**src/rtl/slotscan_pkg.sv**
```systemverilog
package slotscan_pkg;

    typedef enum logic [1:0] {
        SC_IDLE  = 2'd0,
        SC_SCAN  = 2'd1,
        SC_OFFER = 2'd2
    } scan_state_e;

    // Engine cannot take a new command while either status bit is up.
    function automatic logic engine_busy(input logic bsy, input logic drq);
        return bsy | drq;
    endfunction

endpackage

```
**src/rtl/issue_reg.sv**
```systemverilog
module issue_reg #(
    parameter int unsigned NSLOT = 32
) (
    input  logic             clk,
    input  logic             rst,
    input  logic             set_we,
    input  logic [NSLOT-1:0] set_data,
    input  logic [NSLOT-1:0] clr_mask,
    output logic [NSLOT-1:0] vec
);
    // Clears are applied first, so a set in the same cycle wins.
    always_ff @(posedge clk) begin
        if (rst) vec <= '0;
        else     vec <= (vec & ~clr_mask) | (set_we ? set_data : '0);
    end

    // the vector changes only through a write or a clear
    assert_vec_quiet_R2: assert property (@(posedge clk) disable iff (rst)
        (!set_we && clr_mask == '0) |=> $stable(vec));
endmodule

```
**src/rtl/slot_picker.sv**
```systemverilog
module slot_picker #(
    parameter int unsigned NSLOT = 32,
    parameter int unsigned IW    = 5
) (
    input  logic [NSLOT-1:0] req,
    input  logic [IW:0]      from,
    output logic             found,
    output logic [IW-1:0]    idx
);
    localparam int unsigned CW = IW + 1;

    logic [NSLOT-1:0] cand;

    for (genvar i = 0; i < NSLOT; i++) begin : g_cand
        assign cand[i] = req[i] && (CW'(i) >= from);
    end

    // Lowest candidate wins.
    always_comb begin
        found = 1'b0;
        idx   = '0;
        for (int i = NSLOT - 1; i >= 0; i--) begin
            if (cand[i]) begin
                found = 1'b1;
                idx   = IW'(i);
            end
        end
    end
endmodule

```
**src/rtl/busy_tracker.sv**
```systemverilog
module busy_tracker #(
    parameter int unsigned NSLOT = 32,
    parameter int unsigned IW    = 5
) (
    input  logic             clk,
    input  logic             rst,
    input  logic             port_rst,
    input  logic             rec_en,
    input  logic [IW-1:0]    rec_slot,
    input  logic             eng_busy,
    output logic             held,
    output logic [IW-1:0]    held_slot,
    output logic             retire,
    output logic [NSLOT-1:0] held_mask
);
    assign held_mask = held ? (NSLOT'(1) << held_slot) : '0;
    assign retire    = held && !eng_busy;

    always_ff @(posedge clk) begin
        if (rst || port_rst) begin
            held      <= 1'b0;
            held_slot <= '0;
        end else if (rec_en) begin
            held      <= 1'b1;
            held_slot <= rec_slot;
        end else if (retire) begin
            held      <= 1'b0;
        end
    end

    // a port reset always empties the record
    assert_portrst_drop_R10: assert property (@(posedge clk) disable iff (rst)
        port_rst |=> !held);
endmodule

```
**src/rtl/cmd_slot_scanner.sv**
```systemverilog
module cmd_slot_scanner
    import slotscan_pkg::*;
#(
    parameter int unsigned NSLOT = 32,
    localparam int unsigned IW   = $clog2(NSLOT)
) (
    input  logic             clk,
    input  logic             rst,
    input  logic             port_rst,
    input  logic             run_en,
    input  logic             issue_we,
    input  logic [NSLOT-1:0] issue_wdata,
    input  logic             cmd_we,
    input  logic             eng_bsy,
    input  logic             eng_drq,
    input  logic             disp_ack,
    output logic             disp_valid,
    output logic [IW-1:0]    disp_slot,
    output logic [NSLOT-1:0] issue_vec
);
    localparam int unsigned CW = IW + 1;

    scan_state_e      state;
    logic             scan_req;
    logic [CW-1:0]    cursor;
    logic [IW-1:0]    cur_slot;
    logic             busy;
    logic             ack_go;
    logic             rec_en;
    logic             held;
    logic [IW-1:0]    held_slot;
    logic             retire;
    logic [NSLOT-1:0] held_mask;
    logic [NSLOT-1:0] clr_mask;
    logic [NSLOT-1:0] search;
    logic             pick_found;
    logic [IW-1:0]    pick_idx;

    assign busy       = engine_busy(eng_bsy, eng_drq);
    assign disp_valid = (state == SC_OFFER);
    assign disp_slot  = cur_slot;
    assign ack_go     = disp_valid && disp_ack;
    assign rec_en     = ack_go && busy;
    assign clr_mask   = ((ack_go && !busy) ? (NSLOT'(1) << cur_slot) : '0)
                      | (retire ? held_mask : '0);
    // The held slot is never offered again while it is running.
    assign search     = issue_vec & ~held_mask;

    issue_reg #(.NSLOT(NSLOT)) u_issue (
        .clk      (clk),
        .rst      (rst),
        .set_we   (issue_we),
        .set_data (issue_wdata),
        .clr_mask (clr_mask),
        .vec      (issue_vec)
    );

    slot_picker #(.NSLOT(NSLOT), .IW(IW)) u_pick (
        .req   (search),
        .from  (cursor),
        .found (pick_found),
        .idx   (pick_idx)
    );

    busy_tracker #(.NSLOT(NSLOT), .IW(IW)) u_busy (
        .clk       (clk),
        .rst       (rst),
        .port_rst  (port_rst),
        .rec_en    (rec_en),
        .rec_slot  (cur_slot),
        .eng_busy  (busy),
        .held      (held),
        .held_slot (held_slot),
        .retire    (retire),
        .held_mask (held_mask)
    );

    always_ff @(posedge clk) begin
        if (rst || port_rst) begin
            state    <= SC_IDLE;
            scan_req <= 1'b0;
            cursor   <= '0;
            cur_slot <= '0;
        end else begin
            if (issue_we || cmd_we || retire) scan_req <= 1'b1;
            else if (state == SC_IDLE)        scan_req <= 1'b0;

            unique case (state)
                SC_IDLE: begin
                    if (scan_req && run_en && (issue_vec != '0)) begin
                        state  <= SC_SCAN;
                        cursor <= '0;
                    end
                end
                SC_SCAN: begin
                    if (busy || !pick_found) begin
                        state <= SC_IDLE;
                    end else begin
                        state    <= SC_OFFER;
                        cur_slot <= pick_idx;
                    end
                end
                SC_OFFER: begin
                    if (disp_ack) begin
                        if (cur_slot == IW'(NSLOT - 1)) begin
                            state <= SC_IDLE;
                        end else begin
                            state  <= SC_SCAN;
                            cursor <= CW'(cur_slot) + CW'(1);
                        end
                    end else if (busy) begin
                        state <= SC_IDLE;
                    end
                end
                default: state <= SC_IDLE;
            endcase
        end
    end

    // only issued slots are offered
    assert_offer_issued_R4: assert property (@(posedge clk) disable iff (rst)
        disp_valid |-> issue_vec[disp_slot]);

    // an idle engine sees a steady offer until it acknowledges
    assert_offer_hold_R4: assert property (@(posedge clk) disable iff (rst)
        (disp_valid && !disp_ack && !busy && !port_rst)
            |=> (disp_valid && $stable(disp_slot)));

    // synchronous completion retires the slot bit
    assert_sync_clear_R5: assert property (@(posedge clk) disable iff (rst)
        (ack_go && !busy && !issue_we) |=> !issue_vec[$past(disp_slot)]);

    // an offer never starts against a busy engine
    assert_no_offer_busy_R6: assert property (@(posedge clk) disable iff (rst)
        $rose(disp_valid) |-> !$past(busy));

    // an unacknowledged offer is withdrawn once the engine is busy
    assert_withdraw_R6: assert property (@(posedge clk) disable iff (rst)
        (disp_valid && !disp_ack && busy) |=> !disp_valid);

    // a slot acknowledged while busy stays issued and is recorded
    assert_busy_keep_R7: assert property (@(posedge clk) disable iff (rst)
        (ack_go && busy && !port_rst) |=> (issue_vec[$past(disp_slot)] && held));

    // the recorded slot is cleared once the engine goes idle
    assert_retire_clear_R8: assert property (@(posedge clk) disable iff (rst)
        (retire && !issue_we && !port_rst) |=> !issue_vec[$past(held_slot)]);

    // a port reset withdraws any offer
    assert_portrst_idle_R10: assert property (@(posedge clk) disable iff (rst)
        port_rst |=> !disp_valid);
endmodule

```
**config.mk**
```make
export PLATFORM = sky130hd
export DESIGN_NAME = cmd_slot_scanner
export DESIGN_NICKNAME = d
export VERILOG_FILES = /design/src/rtl/slotscan_pkg.sv /design/src/rtl/issue_reg.sv /design/src/rtl/slot_picker.sv /design/src/rtl/busy_tracker.sv /design/src/rtl/cmd_slot_scanner.sv
export SDC_FILE = /design/constraint.sdc
export NUM_CORES = 1
export LEC_CHECK = 0
export ABC_AREA = 1
export BUFFER_PORTS_ARGS = -buffer_cell sky130_fd_sc_hd__buf_2
export CAP_MARGIN = 20
export CORE_MARGIN = 8
export CORE_UTILIZATION = 59
export DETAILED_ROUTE_END_ITERATION = 7
export GPL_TIMING_DRIVEN = 0
export PLACE_DENSITY_LB_ADDON = 0.08
export SLEW_MARGIN = 20
export SYNTH_ARGS = -nofsm -noshare
export SYNTH_HDL_FRONTEND = slang
export SYNTH_SLANG_ARGS = --single-unit
```
**constraint.sdc**
```tcl
create_clock -name clk -period 6.19 [get_ports clk]
set_input_delay 0.3095 -clock clk [delete_from_list [all_inputs] [get_ports clk]]
set_output_delay 0.3095 -clock clk [all_outputs]
set_load 0.01 [all_outputs]
```
==> flow_summary.toml, run 1 <==
[synth]
synthTopCellsByCount = "sky130_fd_sc_hd__nand2_1, sky130_fd_sc_hd__nor2_1, sky130_fd_sc_hd__a21oi_1"
syn_nets = 615
synth_area_sq_um = 3620
synth_top_cell_by_area = "sky130_fd_sc_hd__dfxtp_1"
edff_count_synth = 0
ys_seq_elements = 52
synth_top_area_share_pct = 28.8
share_of_synthesized_registers_carrying_an_async_set_or_reset_pct = 0
ys.warnings.count = 0
synth.area.top_cells = "sky130_fd_sc_hd__dfxtp_1, sky130_fd_sc_hd__nand2_1, sky130_fd_sc_hd__a21oi_1"
postSynthAreaPerCell_sq_um = 6.38
postSynthCellCount = 567
yosysSeqAreaShare_pct = 28.8
synth_most_common_cell = "sky130_fd_sc_hd__nand2_1"
top_reg_cell_synth = "sky130_fd_sc_hd__dfxtp_1"
post_synth_num_cell_types = 42

[timing]
timing_max_transition_violations_final = 0
timing.final.crit_share_pct = 47.6
report.final.setup_viol = 0
max_clock_freq_mhz = 339
fin_crit_ns = 2.95
fin_skew_ns = 0.00772
slew_headroom_pct = 56.5
worst-slew-pin-transition_ns = 0.653
fin_tns_setup_ns = 0
finalHoldWorstSlack_ns = 0.223
rsz0062_at_grt = "false"
final-hold-violation-count = 0

[route]
avgViaCountPerCell = 6.26
avg_wl_per_cell_um = 19.5
drtIter0Drc = 818
remaining_drc_errors = 8
via_count = 4548
antenna_violating_nets_post_route = 0
dr.pass1.iters = 8
routed_wl_um = 14100

[floorplanning]
io_pins = 79
placementRows = 28
floorplan.initialDensity_pct = 61.1
core_sq_um = 5920
die_h_um = 94.3
die_area_sq_um = 8890
floorplan.die.width_um = 94.3

[cts]
cts_made_buffers = 5
cts-resized-gates = 0
hold_buffers = 0
clkSlewWorstSetupHoldPaths_ns = 0.10
insertion_delay_ns = 0.32
tritoncts = "yes"
root_buffer_master = "sky130_fd_sc_hd__clkbuf_8"
clockBufferDepth = 2
buffers_inserted_by_post_cts_timing_repair = 0
cts_max_level = 2
cts_sinks = 52

[worst_setup_path]
cp-start-kind = "register"
slowest_stage = "sky130_fd_sc_hd__nand2_1"
crit_path_max_fo = 10
critical-path-top-cell-by-count = "sky130_fd_sc_hd__nand2_1"
max_stage_delay_ns = 0.36
critical_path.top_delay_family = "simple AND/OR/NAND/NOR gates"
cp.required_ns = 6.40
worstSetupPathType = "reg -> reg"
worst_setup_path_end_kind = "register"
critical_path_buf_inv_count = 2
worst-endpoint-arrival_ns = 3.16
ff2ff_setup_slack_ns = 3.24

[power]
pwr_density_nw_per_um2 = 187
p_leak_nw = 1.76
share_comb_of_total_power_pct = 22.0
power_switching_share_pct = 31.6
switching_power_w = 0.000248
power_frac_seq_pct = 47.1
p_int_w = 0.000536
power.ir.vdd_worst_uv = 124
power_frac_clock_pct = 30.8

[grt]
grt_pass1_wl_um = 21900
globalRouteOverflowTotal = 0
initial_antenna_violation_count = 0
gr-usage-all-layers_pct = 32.1
grt_max_degree = 17
number_of_global_route_vias_before_repair = 4299

[status]
failed_checks = "design-rule violations"
status = "complete, but fails checks"

[placement]
dp.final_hpwl_um = 11200
gp_congestion = 1.23
place.port_buffers = 76

[hold_path]
hold_class = "in -> reg"

[job]
cap_violations = 0

[layout]
flow.area_growth_from_synthesis_pct = 16.2
nets = 698
n_antenna_cell = 0
drive_above_1_share_pct = 18.7
-- worst min-delay path: cells and delay by family --
family,cells,cell delay (ns)
buffers and inverters,1,0.09
and+or+nand+nor,1,0.05
AOI/OAI and AO/OA,1,0.05
-- power by group through the flow --
stage | clock network [W] | registers (W) | logic [W]
finish | 0.000242 | 0.000369 | 0.000173
floorplan | 0 | 0.000379 | 0.000102
CTS | 0.000242 | 0.000369 | 0.000169
global placement | 0 | 0.000376 | 0.000164
detailed placement | 0 | 0.000376 | 0.000168
global route | 0.000252 | 0.000372 | 0.000189
-- area by class of cell --
| type | instances | area [sq um] |
|---|---|---|
| clock inverter | 3 | 42.5 |
| fill | 540 | 1720 |
| multi-input combinational | 430 | 2220 |
| timing repair buffer | 76 | 380 |
| clock buffer | 5 | 68.8 |
| tap | 75 | 93.8 |
| buffer | 26 | 120 |
| inverter | 59 | 236 |
| sequential | 52 | 1040 |
-- registers in the layout, indices dropped and copies added (netlist names) --
| register | count |
|---|---|
| cursor | 6 |
| u_issue.vec | 32 |
| u_busy.held | 1 |
| scan_req | 1 |
| disp_slot | 5 |
| u_busy.held_slot | 5 |
| state | 2 |
-- cells in the final DEF, fill, tap and decap left out, drive strengths merged --
cell type  synthesis  routed
nor3              14      14
dfxtp             52      52
a211oi             5       5
clkinvlp           0       1
bufinv             1       2
o221ai             2       2
nand3b             3       3
nor4              12      12
o211ai            22      22
o31ai              3       3
nand4              7       7
clkbuf            19      24
o2111ai            4       4
ha                 7       7
nor3b              1       1
a31oi              6       6
buf                7      83
o21ai             30      30
o311ai             3       3
or2                1       1
clkinv             4       5
a21oi             55      55
inv               54      54
nor2              70      70
o2111a             1       1
nand3             61      61
o22ai              1       1
nand2            122     122
-- per-layer routing --
metal	vias up	share of wire, %	track usage (%)
li1	2115	-	-
met1	2009	37	37.8
met2	343	43	49.5
met3	81	14	10.6
met4	0	6.8	19.9
met5	-	0	0
-- kinds of logic after synthesis --
| logic type | share of synthesized area, % |
|---|---|
| flops | 28.8 |
| fa+ha+maj | 2.42 |
| simple gates | 37.0 |
| buf+inv | 9.86 |
| compound gates | 21.9 |
-- metrics by stage --
stage	power (W)	cell area, sq um	util, %	instances	setup slack, ns
finish	0.000784	4200	71.0	726	3.24
floorplan	0.000481	3620	-	567	3.82
global placement	0.000540	4090	69.1	718	3.46
detailed placement	0.000544	4090	69.1	718	3.37
global route	0.000812	4200	71.0	726	2.97
CTS	0.000779	4200	71.0	726	3.34
-- worst paths after layout --
| path | from | endpoint | cells past startpoint |
|---|---|---|---|
| min | issue_wdata[25] | u_issue.vec[25] | 3 |
| min reg2reg | u_issue.vec[1] | u_issue.vec[1] | 2 |
| max reg2reg | cursor[1] | disp_slot[0] | 31 |
| max | cursor[1] | disp_slot[0] | 31 |
Power figures use the tool's default switching activity.
==> run 2, diff against run 1 <==
--- a/config.mk
+++ b/config.mk
@@ -9,7 +9,7 @@
 export BUFFER_PORTS_ARGS = -buffer_cell sky130_fd_sc_hd__buf_2
 export CAP_MARGIN = 20
 export CORE_MARGIN = 8
-export CORE_UTILIZATION = 59
+export CORE_UTILIZATION = 55
 export DETAILED_ROUTE_END_ITERATION = 7
 export GPL_TIMING_DRIVEN = 0
 export PLACE_DENSITY_LB_ADDON = 0.08
==> constraint.sdc (replaced) <==
create_clock -name clk -period 2.9 [get_ports clk]
set_input_delay 0.145 -clock clk [delete_from_list [all_inputs] [get_ports clk]]
set_output_delay 0.145 -clock clk [all_outputs]
set_load 0.01 [all_outputs]
==> run 2 against run 1 <==
The run now ends clean. Clock-buffer cell count is 2 higher. Worst hold slack worse by 0.16 ns. Clock skew is 0.0044 ns higher. Via count is 2.9% higher. Combinational power is 120% higher. Critical path depth is 17 lower. Die area is 6.0% higher. Non-clock buffer count is 11 higher. Total power is 110% higher. Largest cell class unchanged. Largest power group unchanged.
==> flow_summary.toml, run 2 (synthesized netlist as in run 1, its figures left out) <==
[status]
status = "completed"

[worst_setup_path]
worstSetupPathType = "reg -> reg"
worst-endpoint-arrival_ns = 2.96
worst_setup_path_end_kind = "register"
cp-start-kind = "register"
cp.required_ns = 3.11
crit_path_max_fo = 10

[grt]
number_of_global_route_vias_before_repair = 4471
grt_max_degree = 16
gr-usage-all-layers_pct = 31.1
globalRouteOverflowTotal = 0
grt_pass1_wl_um = 23600
initial_antenna_violation_count = 0

[placement]
place.port_buffers = 76
gp_congestion = 1.09
placedInstanceArea_sq_um = 4090
dp.final_hpwl_um = 11900

[layout]
registers.top_by_ff_count = "u_issue.vec"
drive_above_1_share_pct = 23.9
fraction_of_the_core_area_covered_by_cells_at_the_end_of_the_flow_pct = 69.3
flow.area_growth_from_synthesis_pct = 21.7
n_antenna_cell = 0
largest_reg_flops = 32
stdcell_area_sq_um = 4400
final_cell_mix = "sky130_fd_sc_hd__nand2_1, sky130_fd_sc_hd__buf_2, sky130_fd_sc_hd__nor2_1, sky130_fd_sc_hd__a21oi_1, sky130_fd_sc_hd__nand3_1"
nets = 709
final_common_cell = "sky130_fd_sc_hd__nand2_1"
largest_registers = "u_issue.vec: 32 flops, cursor: 6 flops"

[power]
power.ir.vdd_worst_uv = 256
pwr_density_nw_per_um2 = 368
p_leak_nw = 1.83

[timing]
timing_max_transition_violations_final = 0
final-hold-violation-count = 0
worst-slew-pin-transition_ns = 0.701
fin_crit_ns = 2.76
slew_headroom_pct = 53.3
timing.final.crit_share_pct = 95.1
fin_skew_ns = 0.0121
max_clock_freq_mhz = 363
rsz0062_at_grt = "true"
fin_tns_setup_ns = 0
report.final.setup_viol = 0

[route]
avgViaCountPerCell = 6.33
via_count = 4681
routed-wl-met2_um = 6890
remaining_drc_errors = 0
routedLengthMet1_um = 5890
drtIter0Drc = 618
routed-wl-met3_um = 1960
routed_wl_um = 15600
antenna_violating_nets_post_route = 0
dr.pass1.iters = 5
highest_layer = "met4"
avg_wl_per_cell_um = 21.1

[floorplanning]
die_area_sq_um = 9430
floorplan.die.width_um = 97.1
io_pins = 79
floorplan.initialDensity_pct = 57.0
core_sq_um = 6350
die_h_um = 97.1
placementRows = 29

[cts]
root_buffer_master = "sky130_fd_sc_hd__clkbuf_8"
cts_max_level = 2
clkSlewWorstSetupHoldPaths_ns = 0.10
clockBufferDepth = 2
cts_sinks = 52
cts_made_buffers = 5
tritoncts = "yes"
insertion_delay_ns = 0.32
hold_buffers = 0

[hold_path]
hold_class = "in -> reg"

[job]
cap_violations = 0
## run 2: area by class of cell
cell class	count	area, sq um
clock inverter	1	7.51
multi-input combinational	430	2310
buffer	25	119
timing repair buffer	88	468
inverter	59	245
tap	77	96.3
sequential	52	1060
clock buffer	7	86.3
fill	600	1950
## run 2: final timing paths
check | startpoint | end | slack, ns | cells past startpoint
min reg2reg | u_issue.vec[8] | u_issue.vec[8] | 0.52 | 2
max reg2reg | u_busy.held | disp_slot[1] | 0.14 | 14
max | u_busy.held | disp_slot[1] | 0.14 | 14
min | issue_wdata[22] | u_issue.vec[22] | 0.06 | 3
## run 2: what timing repair did
action                                  in CTS  in global routing
resized for setup                            0                 44
setup buffers                                0                 11
endpoints found under the setup margin       0                  4
## run 2: per-layer routing
layer / track usage, % / up-vias
li1: - / 2134
met2: 49.2 / 360
met5: 0 / -
met1: 37.3 / 2098
met4: 16.9 / 0
met3: 8.61 / 89
## run 2: through the flow
stage | std cells | hold slack [ns] | total power [W] | setup WS (ns)
after global routing | 739 | 0.0781 | 0.00168 | -0.140
after CTS | 728 | 0.0716 | 0.00160 | 0.111
after detailed placement | 720 | 0.401 | 0.00116 | 0.114
after global placement | 720 | 0.398 | 0.00115 | 0.128
after floorplan | 567 | 0.294 | 0.00103 | 0.534
final | 739 | 0.0627 | 0.00162 | 0.143
## run 2: worst max-delay path, cell delays in order (launching register included)
cell and delay, ns:
sky130_fd_sc_hd__dfxtp_1 0.37, sky130_fd_sc_hd__inv_1 0.07, sky130_fd_sc_hd__nor2_2 0.31, sky130_fd_sc_hd__inv_1 0.24, sky130_fd_sc_hd__buf_6 0.19, sky130_fd_sc_hd__o211ai_1 0.21, sky130_fd_sc_hd__nand2_1 0.10, sky130_fd_sc_hd__nor2_1 0.24
sky130_fd_sc_hd__nand3b_1 0.14, sky130_fd_sc_hd__o31ai_1 0.30, sky130_fd_sc_hd__nand2_1 0.11, sky130_fd_sc_hd__clkinv_2 0.11, sky130_fd_sc_hd__nor2_1 0.07, sky130_fd_sc_hd__o211ai_1 0.11, sky130_fd_sc_hd__a21oi_1 0.08
## run 2: power breakdown
group / internal (W) / switching (W) / total [W]
Clock: 0.000195 / 0.000258 / 0.000453
Sequential: 0.000745 / 0.0000419 / 0.000786
Combinational: 0.000145 / 0.000233 / 0.000378
